===== config.mk =====
export PLATFORM = sky130hd
export DESIGN_NAME = raster_line_irq
export DESIGN_NICKNAME = d
export VERILOG_FILES = /design/src/rtl/rli_pkg.sv /design/src/rtl/rli_timebase.sv /design/src/rtl/rli_vcount.sv /design/src/rtl/rli_irq.sv /design/src/rtl/raster_line_irq.sv
export SDC_FILE = /design/constraint.sdc
export NUM_CORES = 1
export LEC_CHECK = 0
export ABC_CLOCK_PERIOD_IN_PS = 8000
export BUFFER_PORTS_ARGS = -buffer_cell sky130_fd_sc_hd__buf_2
export CAP_MARGIN = 20
export CELL_PAD_IN_SITES_DETAIL_PLACEMENT = 1
export CELL_PAD_IN_SITES_GLOBAL_PLACEMENT = 1
export CORE_ASPECT_RATIO = 1.4
export CORE_UTILIZATION = 47
export CTS_CLUSTER_SIZE = 8
export DETAILED_ROUTE_END_ITERATION = 12
export GPL_TIMING_DRIVEN = 0
export PLACE_DENSITY_LB_ADDON = 0.1
export SLEW_MARGIN = 40
export SYNTH_ARGS = -nofsm -noshare
export SYNTH_HDL_FRONTEND = slang
export SYNTH_SLANG_ARGS = --single-unit

===== constraint.sdc =====
create_clock -name clk -period 8 [get_ports clk]
set_input_delay 0.4 -clock clk [delete_from_list [all_inputs] [get_ports clk]]
set_output_delay 0.4 -clock clk [all_outputs]
set_load 0.03 [all_outputs]

===== src/rtl/rli_pkg.sv =====
package rli_pkg;
  localparam logic [2:0] LVL_NONE = 3'd0;
  localparam logic [2:0] LVL_HBL  = 3'd4;
  localparam logic [2:0] LVL_VBL  = 3'd6;
endpackage


===== src/rtl/rli_timebase.sv =====
module rli_timebase #(
  parameter int LINE_CYCLES  = 488,
  parameter int NTSC_LINES   = 262,
  parameter int PAL_LINES    = 313,
  parameter int SHORT_ACTIVE = 224,
  parameter int TALL_ACTIVE  = 240,
  parameter int CYC_W        = 9,
  parameter int LINE_W       = 9
) (
  input  logic              clk,
  input  logic              rst_n,
  input  logic              tick,
  input  logic              pal_mode,
  input  logic              tall_mode,
  output logic [CYC_W-1:0]  cyc_q,
  output logic [LINE_W-1:0] line_q,
  output logic              pal_q,
  output logic [LINE_W-1:0] active,
  output logic              line_start,
  output logic              frame_start
);
  logic [CYC_W-1:0]  cyc_d;
  logic [LINE_W-1:0] line_d, last_line;
  logic              pal_d, tall_q, tall_d;

  assign last_line   = pal_q ? LINE_W'(PAL_LINES - 1) : LINE_W'(NTSC_LINES - 1);
  assign active      = (pal_q && tall_q) ? LINE_W'(TALL_ACTIVE) : LINE_W'(SHORT_ACTIVE);
  assign line_start  = tick && (cyc_q == '0);
  assign frame_start = line_start && (line_q == '0);

  always_comb begin
    cyc_d  = cyc_q;
    line_d = line_q;
    pal_d  = pal_q;
    tall_d = tall_q;
    if (frame_start) begin
      pal_d  = pal_mode;
      tall_d = tall_mode;
    end
    if (tick) begin
      if (cyc_q == CYC_W'(LINE_CYCLES - 1)) begin
        cyc_d  = '0;
        line_d = (line_q == last_line) ? '0 : line_q + 1'b1;
      end else begin
        cyc_d = cyc_q + 1'b1;
      end
    end
  end

  always_ff @(posedge clk or negedge rst_n) begin
    if (!rst_n) begin
      cyc_q  <= '0;
      line_q <= '0;
      pal_q  <= 1'b0;
      tall_q <= 1'b0;
    end else begin
      cyc_q  <= cyc_d;
      line_q <= line_d;
      pal_q  <= pal_d;
      tall_q <= tall_d;
    end
  end

  // position frozen while the cycle enable is low
  a_r1_hold_without_tick: assert property (@(posedge clk) disable iff (!rst_n)
    !tick |=> ($stable(cyc_q) && $stable(line_q)));

  // line index never passes the frame length
  a_r1_line_in_frame: assert property (@(posedge clk) disable iff (!rst_n)
    line_q <= last_line);
endmodule


===== src/rtl/rli_vcount.sv =====
module rli_vcount #(
  parameter int LINE_W    = 9,
  parameter int NTSC_WRAP = 235,
  parameter int PAL_WRAP  = 259,
  parameter int NTSC_JUMP = 6,
  parameter int PAL_JUMP  = 56
) (
  input  logic [LINE_W-1:0] line_q,
  input  logic [LINE_W-1:0] active,
  input  logic              pal_q,
  input  logic [1:0]        ilace_mode,
  output logic [7:0]        vcount
);
  logic              dbl;
  logic [LINE_W-1:0] wrap_at, jump, folded;

  assign dbl     = &ilace_mode;
  assign wrap_at = pal_q ? LINE_W'(PAL_WRAP) : LINE_W'(NTSC_WRAP);
  assign jump    = pal_q ? LINE_W'(PAL_JUMP) : LINE_W'(NTSC_JUMP);
  assign folded  = (line_q >= wrap_at) ? (line_q - jump) : line_q;

  always_comb begin
    if (line_q < active) begin
      vcount = dbl ? {line_q[6:0], line_q[7]} : line_q[7:0];
    end else if (line_q == active) begin
      vcount = dbl ? 8'hC1 : 8'hE0;
    end else begin
      vcount = dbl ? {folded[6:0], 1'b1} : folded[7:0];
    end
  end
endmodule


===== src/rtl/rli_irq.sv =====
module rli_irq
  import rli_pkg::*;
#(
  parameter int VINT_LAG = 68,
  parameter int CYC_W    = 9,
  parameter int LINE_W   = 9
) (
  input  logic              clk,
  input  logic              rst_n,
  input  logic              tick,
  input  logic              line_start,
  input  logic              frame_start,
  input  logic [CYC_W-1:0]  cyc_q,
  input  logic [LINE_W-1:0] line_q,
  input  logic [LINE_W-1:0] active,
  input  logic [7:0]        hint_reload,
  input  logic              hint_en,
  input  logic              vint_en,
  input  logic              ack_valid,
  input  logic [2:0]        ack_level,
  output logic              vblank,
  output logic              hint_pend,
  output logic              vint_pend,
  output logic [2:0]        irq_level
);
  logic [7:0] hcnt_q, hcnt_d, hbase;
  logic       vblank_q, vblank_d, hpend_q, hpend_d, vpend_q, vpend_d, vok_q, vok_d;
  logic       counted_line, hfire, vb_enter, lag_hit, ack_h, ack_v;

  assign counted_line = line_start && (line_q <= active);
  assign hbase        = frame_start ? hint_reload : hcnt_q;
  assign hfire        = counted_line && (hbase == 8'd0);
  assign vb_enter     = line_start && (line_q == active);
  assign lag_hit      = tick && (cyc_q == CYC_W'(VINT_LAG)) && (line_q == active);
  assign ack_h        = ack_valid && (ack_level == LVL_HBL);
  assign ack_v        = ack_valid && (ack_level == LVL_VBL);

  always_comb begin
    hcnt_d = hcnt_q;
    if (counted_line) hcnt_d = hfire ? hint_reload : hbase - 8'd1;
    hpend_d  = hfire    | (hpend_q & ~ack_h);
    vpend_d  = vb_enter | (vpend_q & ~ack_v);
    vok_d    = lag_hit  | (vok_q & ~ack_v & ~frame_start);
    vblank_d = vb_enter | (vblank_q & ~frame_start);
  end

  always_ff @(posedge clk or negedge rst_n) begin
    if (!rst_n) begin
      hcnt_q   <= 8'd0;
      hpend_q  <= 1'b0;
      vpend_q  <= 1'b0;
      vok_q    <= 1'b0;
      vblank_q <= 1'b0;
    end else begin
      hcnt_q   <= hcnt_d;
      hpend_q  <= hpend_d;
      vpend_q  <= vpend_d;
      vok_q    <= vok_d;
      vblank_q <= vblank_d;
    end
  end

  always_comb begin
    if (vpend_q && vok_q && vint_en)  irq_level = LVL_VBL;
    else if (hpend_q && hint_en)      irq_level = LVL_HBL;
    else                              irq_level = LVL_NONE;
  end

  assign vblank    = vblank_q;
  assign hint_pend = hpend_q;
  assign vint_pend = vpend_q;

  // line interrupt only on the first tick of a counted line
  a_r3_fire_on_counted_line: assert property (@(posedge clk) disable iff (!rst_n)
    $rose(hpend_q) |-> ($past(line_start) && ($past(line_q) <= $past(active))));

  // lag eligibility only arises inside blanking
  a_r5_lag_inside_blank: assert property (@(posedge clk) disable iff (!rst_n)
    $rose(vok_q) |-> vblank_q);

  // only the three legal level codes
  a_r9_level_legal: assert property (@(posedge clk) disable iff (!rst_n)
    (irq_level == LVL_NONE) || (irq_level == LVL_HBL) || (irq_level == LVL_VBL));

  // acknowledge of level 4 with no new event leaves the flag clear
  a_r10_ack_clears_line_irq: assert property (@(posedge clk) disable iff (!rst_n)
    (ack_h && !hfire) |=> !hpend_q);
endmodule


===== src/rtl/raster_line_irq.sv =====
module raster_line_irq
  import rli_pkg::*;
#(
  parameter int LINE_CYCLES  = 488,
  parameter int VINT_LAG     = 68,
  parameter int NTSC_LINES   = 262,
  parameter int PAL_LINES    = 313,
  parameter int SHORT_ACTIVE = 224,
  parameter int TALL_ACTIVE  = 240,
  parameter int NTSC_WRAP    = 235,
  parameter int PAL_WRAP     = 259,
  parameter int NTSC_JUMP    = 6,
  parameter int PAL_JUMP     = 56
) (
  input  logic       clk,
  input  logic       rst_n,
  input  logic       cyc_tick,
  input  logic       pal_mode,
  input  logic       tall_mode,
  input  logic [1:0] ilace_mode,
  input  logic [7:0] hint_reload,
  input  logic       hint_en,
  input  logic       vint_en,
  input  logic       ack_valid,
  input  logic [2:0] ack_level,
  output logic [7:0] vcount,
  output logic       vblank,
  output logic       hint_pend,
  output logic       vint_pend,
  output logic [2:0] irq_level
);
  localparam int CYC_W  = $clog2(LINE_CYCLES);
  localparam int LINE_W = $clog2(PAL_LINES);

  logic [CYC_W-1:0]  cyc_q;
  logic [LINE_W-1:0] line_q, active;
  logic              pal_q, line_start, frame_start;

  rli_timebase #(
    .LINE_CYCLES(LINE_CYCLES), .NTSC_LINES(NTSC_LINES), .PAL_LINES(PAL_LINES),
    .SHORT_ACTIVE(SHORT_ACTIVE), .TALL_ACTIVE(TALL_ACTIVE),
    .CYC_W(CYC_W), .LINE_W(LINE_W)
  ) u_tb (
    .clk(clk), .rst_n(rst_n), .tick(cyc_tick), .pal_mode(pal_mode),
    .tall_mode(tall_mode), .cyc_q(cyc_q), .line_q(line_q), .pal_q(pal_q),
    .active(active), .line_start(line_start), .frame_start(frame_start)
  );

  rli_vcount #(
    .LINE_W(LINE_W), .NTSC_WRAP(NTSC_WRAP), .PAL_WRAP(PAL_WRAP),
    .NTSC_JUMP(NTSC_JUMP), .PAL_JUMP(PAL_JUMP)
  ) u_vc (
    .line_q(line_q), .active(active), .pal_q(pal_q),
    .ilace_mode(ilace_mode), .vcount(vcount)
  );

  rli_irq #(
    .VINT_LAG(VINT_LAG), .CYC_W(CYC_W), .LINE_W(LINE_W)
  ) u_irq (
    .clk(clk), .rst_n(rst_n), .tick(cyc_tick), .line_start(line_start),
    .frame_start(frame_start), .cyc_q(cyc_q), .line_q(line_q), .active(active),
    .hint_reload(hint_reload), .hint_en(hint_en), .vint_en(vint_en),
    .ack_valid(ack_valid), .ack_level(ack_level), .vblank(vblank),
    .hint_pend(hint_pend), .vint_pend(vint_pend), .irq_level(irq_level)
  );

  // blanking begins just after the first tick of the first blanking line
  a_r4_vblank_entry_point: assert property (@(posedge clk) disable iff (!rst_n)
    $rose(vblank) |-> ((line_q == active) && (cyc_q == CYC_W'(1))));

  // active area is one of the two legal sizes
  a_r2_active_size: assert property (@(posedge clk) disable iff (!rst_n)
    (active == LINE_W'(SHORT_ACTIVE)) || (active == LINE_W'(TALL_ACTIVE)));
endmodule


==> results of run 1 <==
[cell type report]
type	count	area, µm²
Sequential cell	32	801
Fill cell	739	2650
Buffer	17	88.8
Clock buffer	6	72.6
Multi-Input combinational cell	289	1880
Inverter	13	48.8
Tap cell	70	87.6
Timing Repair Buffer	32	163
Clock inverter	2	35.0
[stage by stage]
stage          setup WS, ps  instances  total power, mW
5_1_grt                3720        461            0.784
4_1_cts                4120        461            0.727
6_report               4060        461            0.723
2_1_floorplan          4810        351            0.479
3_3_place_gp           4230        453            0.551
3_5_place_dp           4140        453            0.565
[Yosys cell counts (7+ instances only)]
cell / count
nand2_1: 36
o21ai_0: 33
dfrtp_1: 32
nor2_1: 29
a21oi_1: 23
ha_1: 17
nor3_1: 14
inv_1: 13
nand3_1: 11
and3_1: 10
mux2i_1: 10
buf_2: 8
nand4_1: 7
xnor2_1: 7
[final timing paths]
path,start,end,slack [ps],cells past startpoint
setup / recovery,u_tb.cyc_q[0],u_irq.hcnt_q[6],4060,15
hold / removal,rst_n,u_irq.hcnt_q[6],50,1
setup reg to reg,u_tb.cyc_q[0],u_irq.hcnt_q[6],4060,15
hold reg to reg,u_tb.tall_q,u_tb.tall_q,500,2
max in group asynchronous,rst_n,u_irq.hint_pend,7610,1
min in group clk,pal_mode,u_tb.pal_q,340,3
[report_power, final]
group	internal, mW	switching [mW]	total [mW]	leakage (nW)
Sequential	0.202	0.0572	0.260	0.418
Combinational	0.128	0.176	0.305	0.978
Clock	0.0925	0.0663	0.159	0.0552
[layer usage]
metal  vias up  share of wire [%]  global-route usage (%)
met5         -                  0                       0
met4         0                1.6                    9.57
met3        10                2.6                    3.05
met2        55                 55                    53.9
met1      1394                 41                    33.1
li1       1375                  -                       -
[sequential cells by signal (all words and copies together) (netlist names)]
name             count
u_tb.tall_q          1
u_tb.pal_q           1
u_irq.vblank         1
u_irq.hcnt_q         8
u_irq.hint_pend      1
u_tb.line_q          9
u_irq.vint_pend      1
u_tb.cyc_q           9
u_irq.vok_q          1
[cells by family (layout without fill, tap and decap cells)]
| kind of cell | Yosys count | after routing | synth area share, % |
|---|---|---|---|
| fa+ha+maj | 18 | 18 | 8.27 |
| flops | 32 | 32 | 28.5 |
| compound gates | 105 | 105 | 23.6 |
| other cells | 1 | 1 | 0.133 |
| buf+inv | 30 | 70 | 4.89 |
| mux | 11 | 11 | 3.96 |
| xor+xnor | 13 | 13 | 4.05 |
| simple gates | 141 | 141 | 26.6 |
==> impl_metrics.sql, run 1 <==
INSERT INTO impl_metrics (metric_group, metric, value, unit) VALUES
('status', 'status', 'completed', ''),
('drt', 'first_pass_iters', '4', ''),
('worst_setup_path', 'max_stage_delay', '570', 'ps'),
('layout', 'post_route_cells_drive_above_1_share', '15.9', '%'),
('floorplanning', 'fp.dieH', '93.6', 'µm'),
('placement', 'port-buffer-count', '32', ''),
('floorplanning', 'top_level_ports', '35', ''),
('sta', 'final_min_period_over_clock_period', '49.2', '%'),
('layout', 'layout.cells.most_common', 'buf_2', ''),
('layout', 'diodes', '0', ''),
('worst_setup_path', 'cp_slowest_cell', 'nor3b_1', ''),
('global_routing', 'grt-ovfl-total', '0', ''),
('synthesis', 'yosysWarnings', '0', ''),
('synthesis', 'netlist_top_cells_area', 'dfrtp_1 (28%), ha_1 (7.6%), o21ai_0 (5.9%), nand2_1 (4.8%), a21oi_1 (4.1%)', ''),
('floorplanning', 'core_rows', '33', ''),
('worst_setup_path', 'worst_setup_path_start_kind', 'flop', ''),
('synthesis', 'synth_area', '0.00281', 'mm²'),
('power', 'ir_drop', '0.132', 'mV'),
('layout', 'area_growth_syn_to_layout', '12.7', '%'),
('sta', 'worst_pin_slew', '668', 'ps'),
('sta', 'timing.hold.ws', '50.7', 'ps'),
('worst_setup_path', 'crit_path_max_fanout', '10', ''),
('layout', 'most-common-layout-cells', 'buf_2 (39), nand2_1 (36), o21ai_0 (33), dfrtp_1 (32), nor2_1 (29)', ''),
('worst_setup_path', 'critical-path-top-delay-family', 'simple AND/OR/NAND/NOR gates', ''),
('floorplanning', 'die_width', '67.4', 'µm'),
('sta', 'rsz0062_at_grt', 'no', ''),
('drt', 'initialDrtViolationCount', '107', ''),
('worst_setup_path', 'cp_data_arrival_time', '4160', 'ps'),
('global_routing', 'grt_pass1_wl', '13700', 'µm'),
('drt', 'drt-total-wl', '8500', 'µm'),
('global_routing', 'initial_antenna_violation_count', '0', ''),
('worst_setup_path', 'crit_chain', 'inv_1 > ha_1 > and4bb_2 > and3_1 > clkbuf_1 > nand3_1 > buf_2 > mux2i_1 > ha_1 > nor3b_1 > nand2_1 > o21ai_0 > o41ai_1 > a41o_1 > a21oi_1', ''),
('sta', 'final_hold_viol_count', '0', ''),
('sta', 'layout_min_cycle_time', '3940', 'ps'),
('clock_network', 'post_cts_hold_buffer_count', '0', ''),
('clock_network', 'cts.clk_slew.worst_paths', '80', 'ps'),
('sta', 'worst_clock_skew', '6.34', 'ps'),
('worst_setup_path', 'cp_common_cell', 'ha_1', ''),
('global_routing', 'via_count_of_the_first_global_routing_pass', '2860', ''),
('worst_setup_path', 'crit_path_end_kind', 'flop', ''),
('sta', 'peak_freq', '254', 'MHz'),
('layout', 'finish.net_count', '429', ''),
('drt', 'viasPerCell', '6.15', ''),
('floorplanning', 'starting_density_of_the_core', '48.3', '%'),
('synthesis', 'netlist.area_leader.share', '28.5', '%'),
('clock_network', 'cts.htree.levels', '2', ''),
('clock_network', 'cts_buffer_depth', '2', ''),
('drt', 'via_count', '2834', ''),
('layout', 'final_cell_area', '0.00317', 'mm²'),
('sta', 'max-slew-margin-rel', '55.1', '%'),
('synthesis', 'number_of_synthesized_flops_with_an_enable_pin', '0', ''),
('drt', 'wire_per_inst', '18.4', 'µm'),
('placement', 'sum_of_net_half_perimeters_after_detailed_placement', '6430', 'µm'),
('drt', 'drc_errors', '0', ''),
('synthesis', 'synthCells', '351', ''),
('worst_setup_path', 'worstSetupPathType', 'flop to flop', ''),
('sta', 'timing.final.setup_violations', '0', ''),
('power', 'leak', '1.45', 'nW'),
('clock_network', 'tritoncts_clock_tree', 'yes', ''),
('drt', 'antenna_violating_nets_remaining', '0', ''),
('synthesis', 'synth_area_per_cell', '8.02', 'µm²'),
('sta', 'drv_slew', '0', ''),
('synthesis', 'unique_cell_type_count_in_the_yosys_netlist', '60', ''),
('floorplanning', 'coreArea', '0.00582', 'mm²'),
('clock_network', 'insertion_delay', '290', 'ps'),
('sta', 'final.setup.tns', '0', 'ps'),
('placement', 'place.gp.congestion', '0.832', ''),
('synthesis', 'synth.largest_area_cell', 'dfrtp_1', ''),
('clock_network', 'cts-root-buf', 'clkbuf_8', ''),
('synthesis', 'ys_seq_elements', '32', ''),
('min_path', 'timing.hold.worst.class', 'input port to asynchronous set/reset pin', '');
Note: power is estimated with default switching activity, not from simulation.
==> run 2, diff against run 1 <==
- ABC_CLOCK_PERIOD_IN_PS: 8000 -> 3800
- CORE_UTILIZATION: 47 -> 44
- clock period: 8 -> 3.8 ns (I/O delays scaled with it)
==> run 2 against run 1 <==
  * Die area increased by 6.6%
  * Worst hold slack improved by 34 ps
  * Flip-flop and latch count unchanged
  * Power increased by 120%
  * Cell count increased by 0.43%
  * First-iteration DRC count decreased by 27%
  * Via count increased by 0.46%
  * Routed wire length decreased by 2.3%
  * Clock skew decreased by 1.6 ps
  * Register-to-register slack got worse by 3700 ps
  * Critical path type unchanged
  * Highest routed layer unchanged
==> impl_metrics.sql, run 2 (synthesis results as in run 1) <==
INSERT INTO impl_metrics (metric_group, metric, value, unit) VALUES
('status', 'status', 'completed', ''),
('clock_network', 'insertion_delay', '290', 'ps'),
('drt', 'wire_per_inst', '17.9', 'µm'),
('global_routing', 'initial_antenna_violation_count', '0', ''),
('worst_setup_path', 'crit_path_end_kind', 'flop', ''),
('global_routing', 'grt-ovfl-total', '0', ''),
('worst_setup_path', 'worstSetupPathType', 'flop to flop', ''),
('floorplanning', 'core_rows', '34', ''),
('clock_network', 'cts_buffer_depth', '2', ''),
('flow_run', 'drv.max_cap_violation_count', '0', ''),
('power', 'ir_drop', '0.280', 'mV'),
('drt', 'drc_errors', '0', ''),
('worst_setup_path', 'crit_path_max_fanout', '10', ''),
('min_path', 'timing.hold.worst.class', 'input port to flop', ''),
('placement', 'dp_slack', '-53.7', 'ps'),
('worst_setup_path', 'cp_data_arrival_time', '3630', 'ps'),
('layout', 'area_growth_syn_to_layout', '14.1', '%'),
('sta', 'peak_freq', '290', 'MHz'),
('sta', 'timing.hold.ws', '84.4', 'ps'),
('clock_network', 'tritoncts_clock_tree', 'yes', ''),
('layout', 'diodes', '0', ''),
('floorplanning', 'die_width', '69.6', 'µm'),
('layout', 'layout.cells.most_common', 'buf_2', ''),
('layout', 'fill_cells', '799', ''),
('power', 'power.density_cell_area', '484', 'mW/mm²'),
('sta', 'final_hold_viol_count', '0', ''),
('sta', 'worst_pin_slew', '563', 'ps'),
('global_routing', 'grt_pass1_wl', '14200', 'µm'),
('floorplanning', 'coreArea', '0.00621', 'mm²'),
('worst_setup_path', 'worst_setup_path_start_kind', 'flop', ''),
('floorplanning', 'starting_density_of_the_core', '45.3', '%'),
('layout', 'reg.largest.list', 'u_tb.cyc_q: 9 flops, u_tb.line_q: 9 flops, u_irq.hcnt_q: 8 flops', ''),
('clock_network', 'tritoncts.num_buffers', '5', ''),
('drt', 'drt-total-wl', '8300', 'µm'),
('worst_setup_path', 'cp.required', '3970', 'ps'),
('global_routing', 'via_count_of_the_first_global_routing_pass', '2964', ''),
('drt', 'viasPerCell', '6.15', ''),
('worst_setup_path', 'ff2ff_setup_slack', '350', 'ps'),
('floorplanning', 'fp.dieH', '96.6', 'µm'),
('clock_network', 'cts.clk_slew.worst_paths', '80', 'ps'),
('layout', 'finish.net_count', '429', ''),
('placement', 'place.gp.congestion', '0.875', ''),
('clock_network', 'cts-root-buf', 'clkbuf_8', ''),
('floorplanning', 'dieArea', '0.00672', 'mm²'),
('sta', 'layout_min_cycle_time', '3450', 'ps'),
('clock_network', 'clkSinkCount', '32', ''),
('placement', 'sum_of_net_half_perimeters_after_detailed_placement', '6270', 'µm'),
('drt', 'via_count', '2847', ''),
('sta', 'setup_ws', '347', 'ps'),
('drt', 'antenna_violating_nets_remaining', '0', ''),
('sta', 'worst_clock_skew', '4.78', 'ps'),
('drt', 'first_pass_iters', '4', ''),
('sta', 'rsz0062_at_grt', 'no', ''),
('power', 'leak', '1.46', 'nW'),
('sta', 'drv_slew', '0', ''),
('layout', 'post_route_cells_drive_above_1_share', '16.6', '%'),
('sta', 'max-slew-margin-rel', '62.2', '%'),
('sta', 'timing.final.setup_violations', '0', ''),
('clock_network', 'cts.htree.levels', '2', ''),
('sta', 'final_min_period_over_clock_period', '90.9', '%'),
('placement', 'port-buffer-count', '32', ''),
('floorplanning', 'top_level_ports', '35', ''),
('global_routing', 'grt_usage', '26.1', '%'),
('global_routing', 'grt_max_degree', '33', ''),
('min_path', 'min_path_cells', '3', ''),
('worst_setup_path', 'reg2regPathDepth', '14', ''),
('drt', 'initialDrtViolationCount', '78', ''),
('layout', 'most-common-layout-cells', 'buf_2 (38), nand2_1 (36), o21ai_0 (33), dfrtp_1 (32), nor2_1 (29)', '');
[run 2: cell count changes in the layout (fill, tap and decap cells not counted)]
cell	previous run	this run
clkbuf_1	7	5
buf_2	39	38
clkbuf_4	0	1
clkinvlp_4	0	1
dlygate4sd3_1	0	1
nand3_1	11	10
nand3_4	0	1
nor3b_1	2	1
nor3b_4	0	1
[run 2: final timing paths]
path	from	end
max	u_tb.line_q[1]	u_irq.hcnt_q[2]
min	tall_mode	u_tb.tall_q
max reg2reg	u_tb.line_q[1]	u_irq.hcnt_q[2]
min reg2reg	u_irq.vblank	u_irq.vblank
max in group asynchronous	rst_n	u_irq.vint_pend
min in group asynchronous	rst_n	u_irq.hcnt_q[4]
[run 2: timing repair]
item	4_1_cts	5_1_grt
endpoints found under the setup margin	2	8
buffers inserted	0	0
cloned	0	0
endpoints found under the hold margin	23	0
gates resized for setup	1	4
hold buffers	1	0
[run 2: metal layers]
metal / GRT usage (%) / routed length, µm
met1: 31.3 / 3470
met2: 47.2 / 4400
met3: 3.33 / 249
met4: 9.11 / 178
met5: 0 / 0
[run 2: final cells by class]
type	count	area, µm²	share of cell area [%]
multi-input combinational	289	1900	59.2
buffer	16	87.6	2.73
clock buffer	5	68.8	2.14
inverter	13	48.8	1.52
tap	72	90.1	2.81
clock inverter	3	42.5	1.33
sequential	32	801	24.9
timing repair buffer	33	173	5.38
[run 2: worst max-delay path, cell delays in order, from the launching register on]
cell and delay [ps]:
dfrtp_1 460, inv_1 160, ha_1 170, nor4b_4 420
nand3_4 210, clkbuf_4 260, mux2i_1 240, ha_1 220
nand2b_1 60, or4_1 480, o21ai_2 110, buf_6 190
nand2_4 80, a31oi_1 150, o211ai_1 110
[run 2: metrics by stage]
step	cells	TNS [ps]	cell area [µm²]	util, %	power, mW
after global routing	463	0	3210	51.7	1.68
final	463	0	3210	51.7	1.55
after detailed placement	455	-53.7	3060	49.3	1.20
after CTS	464	0	3190	51.4	1.55
after floorplan	351	0	2810	-	1.01
after global placement	455	0	3060	49.3	1.16
[run 2: power breakdown]
group | internal [mW] | switching, mW | total, mW
logic | 0.282 | 0.377 | 0.659
registers | 0.426 | 0.130 | 0.556
clock network | 0.194 | 0.146 | 0.340
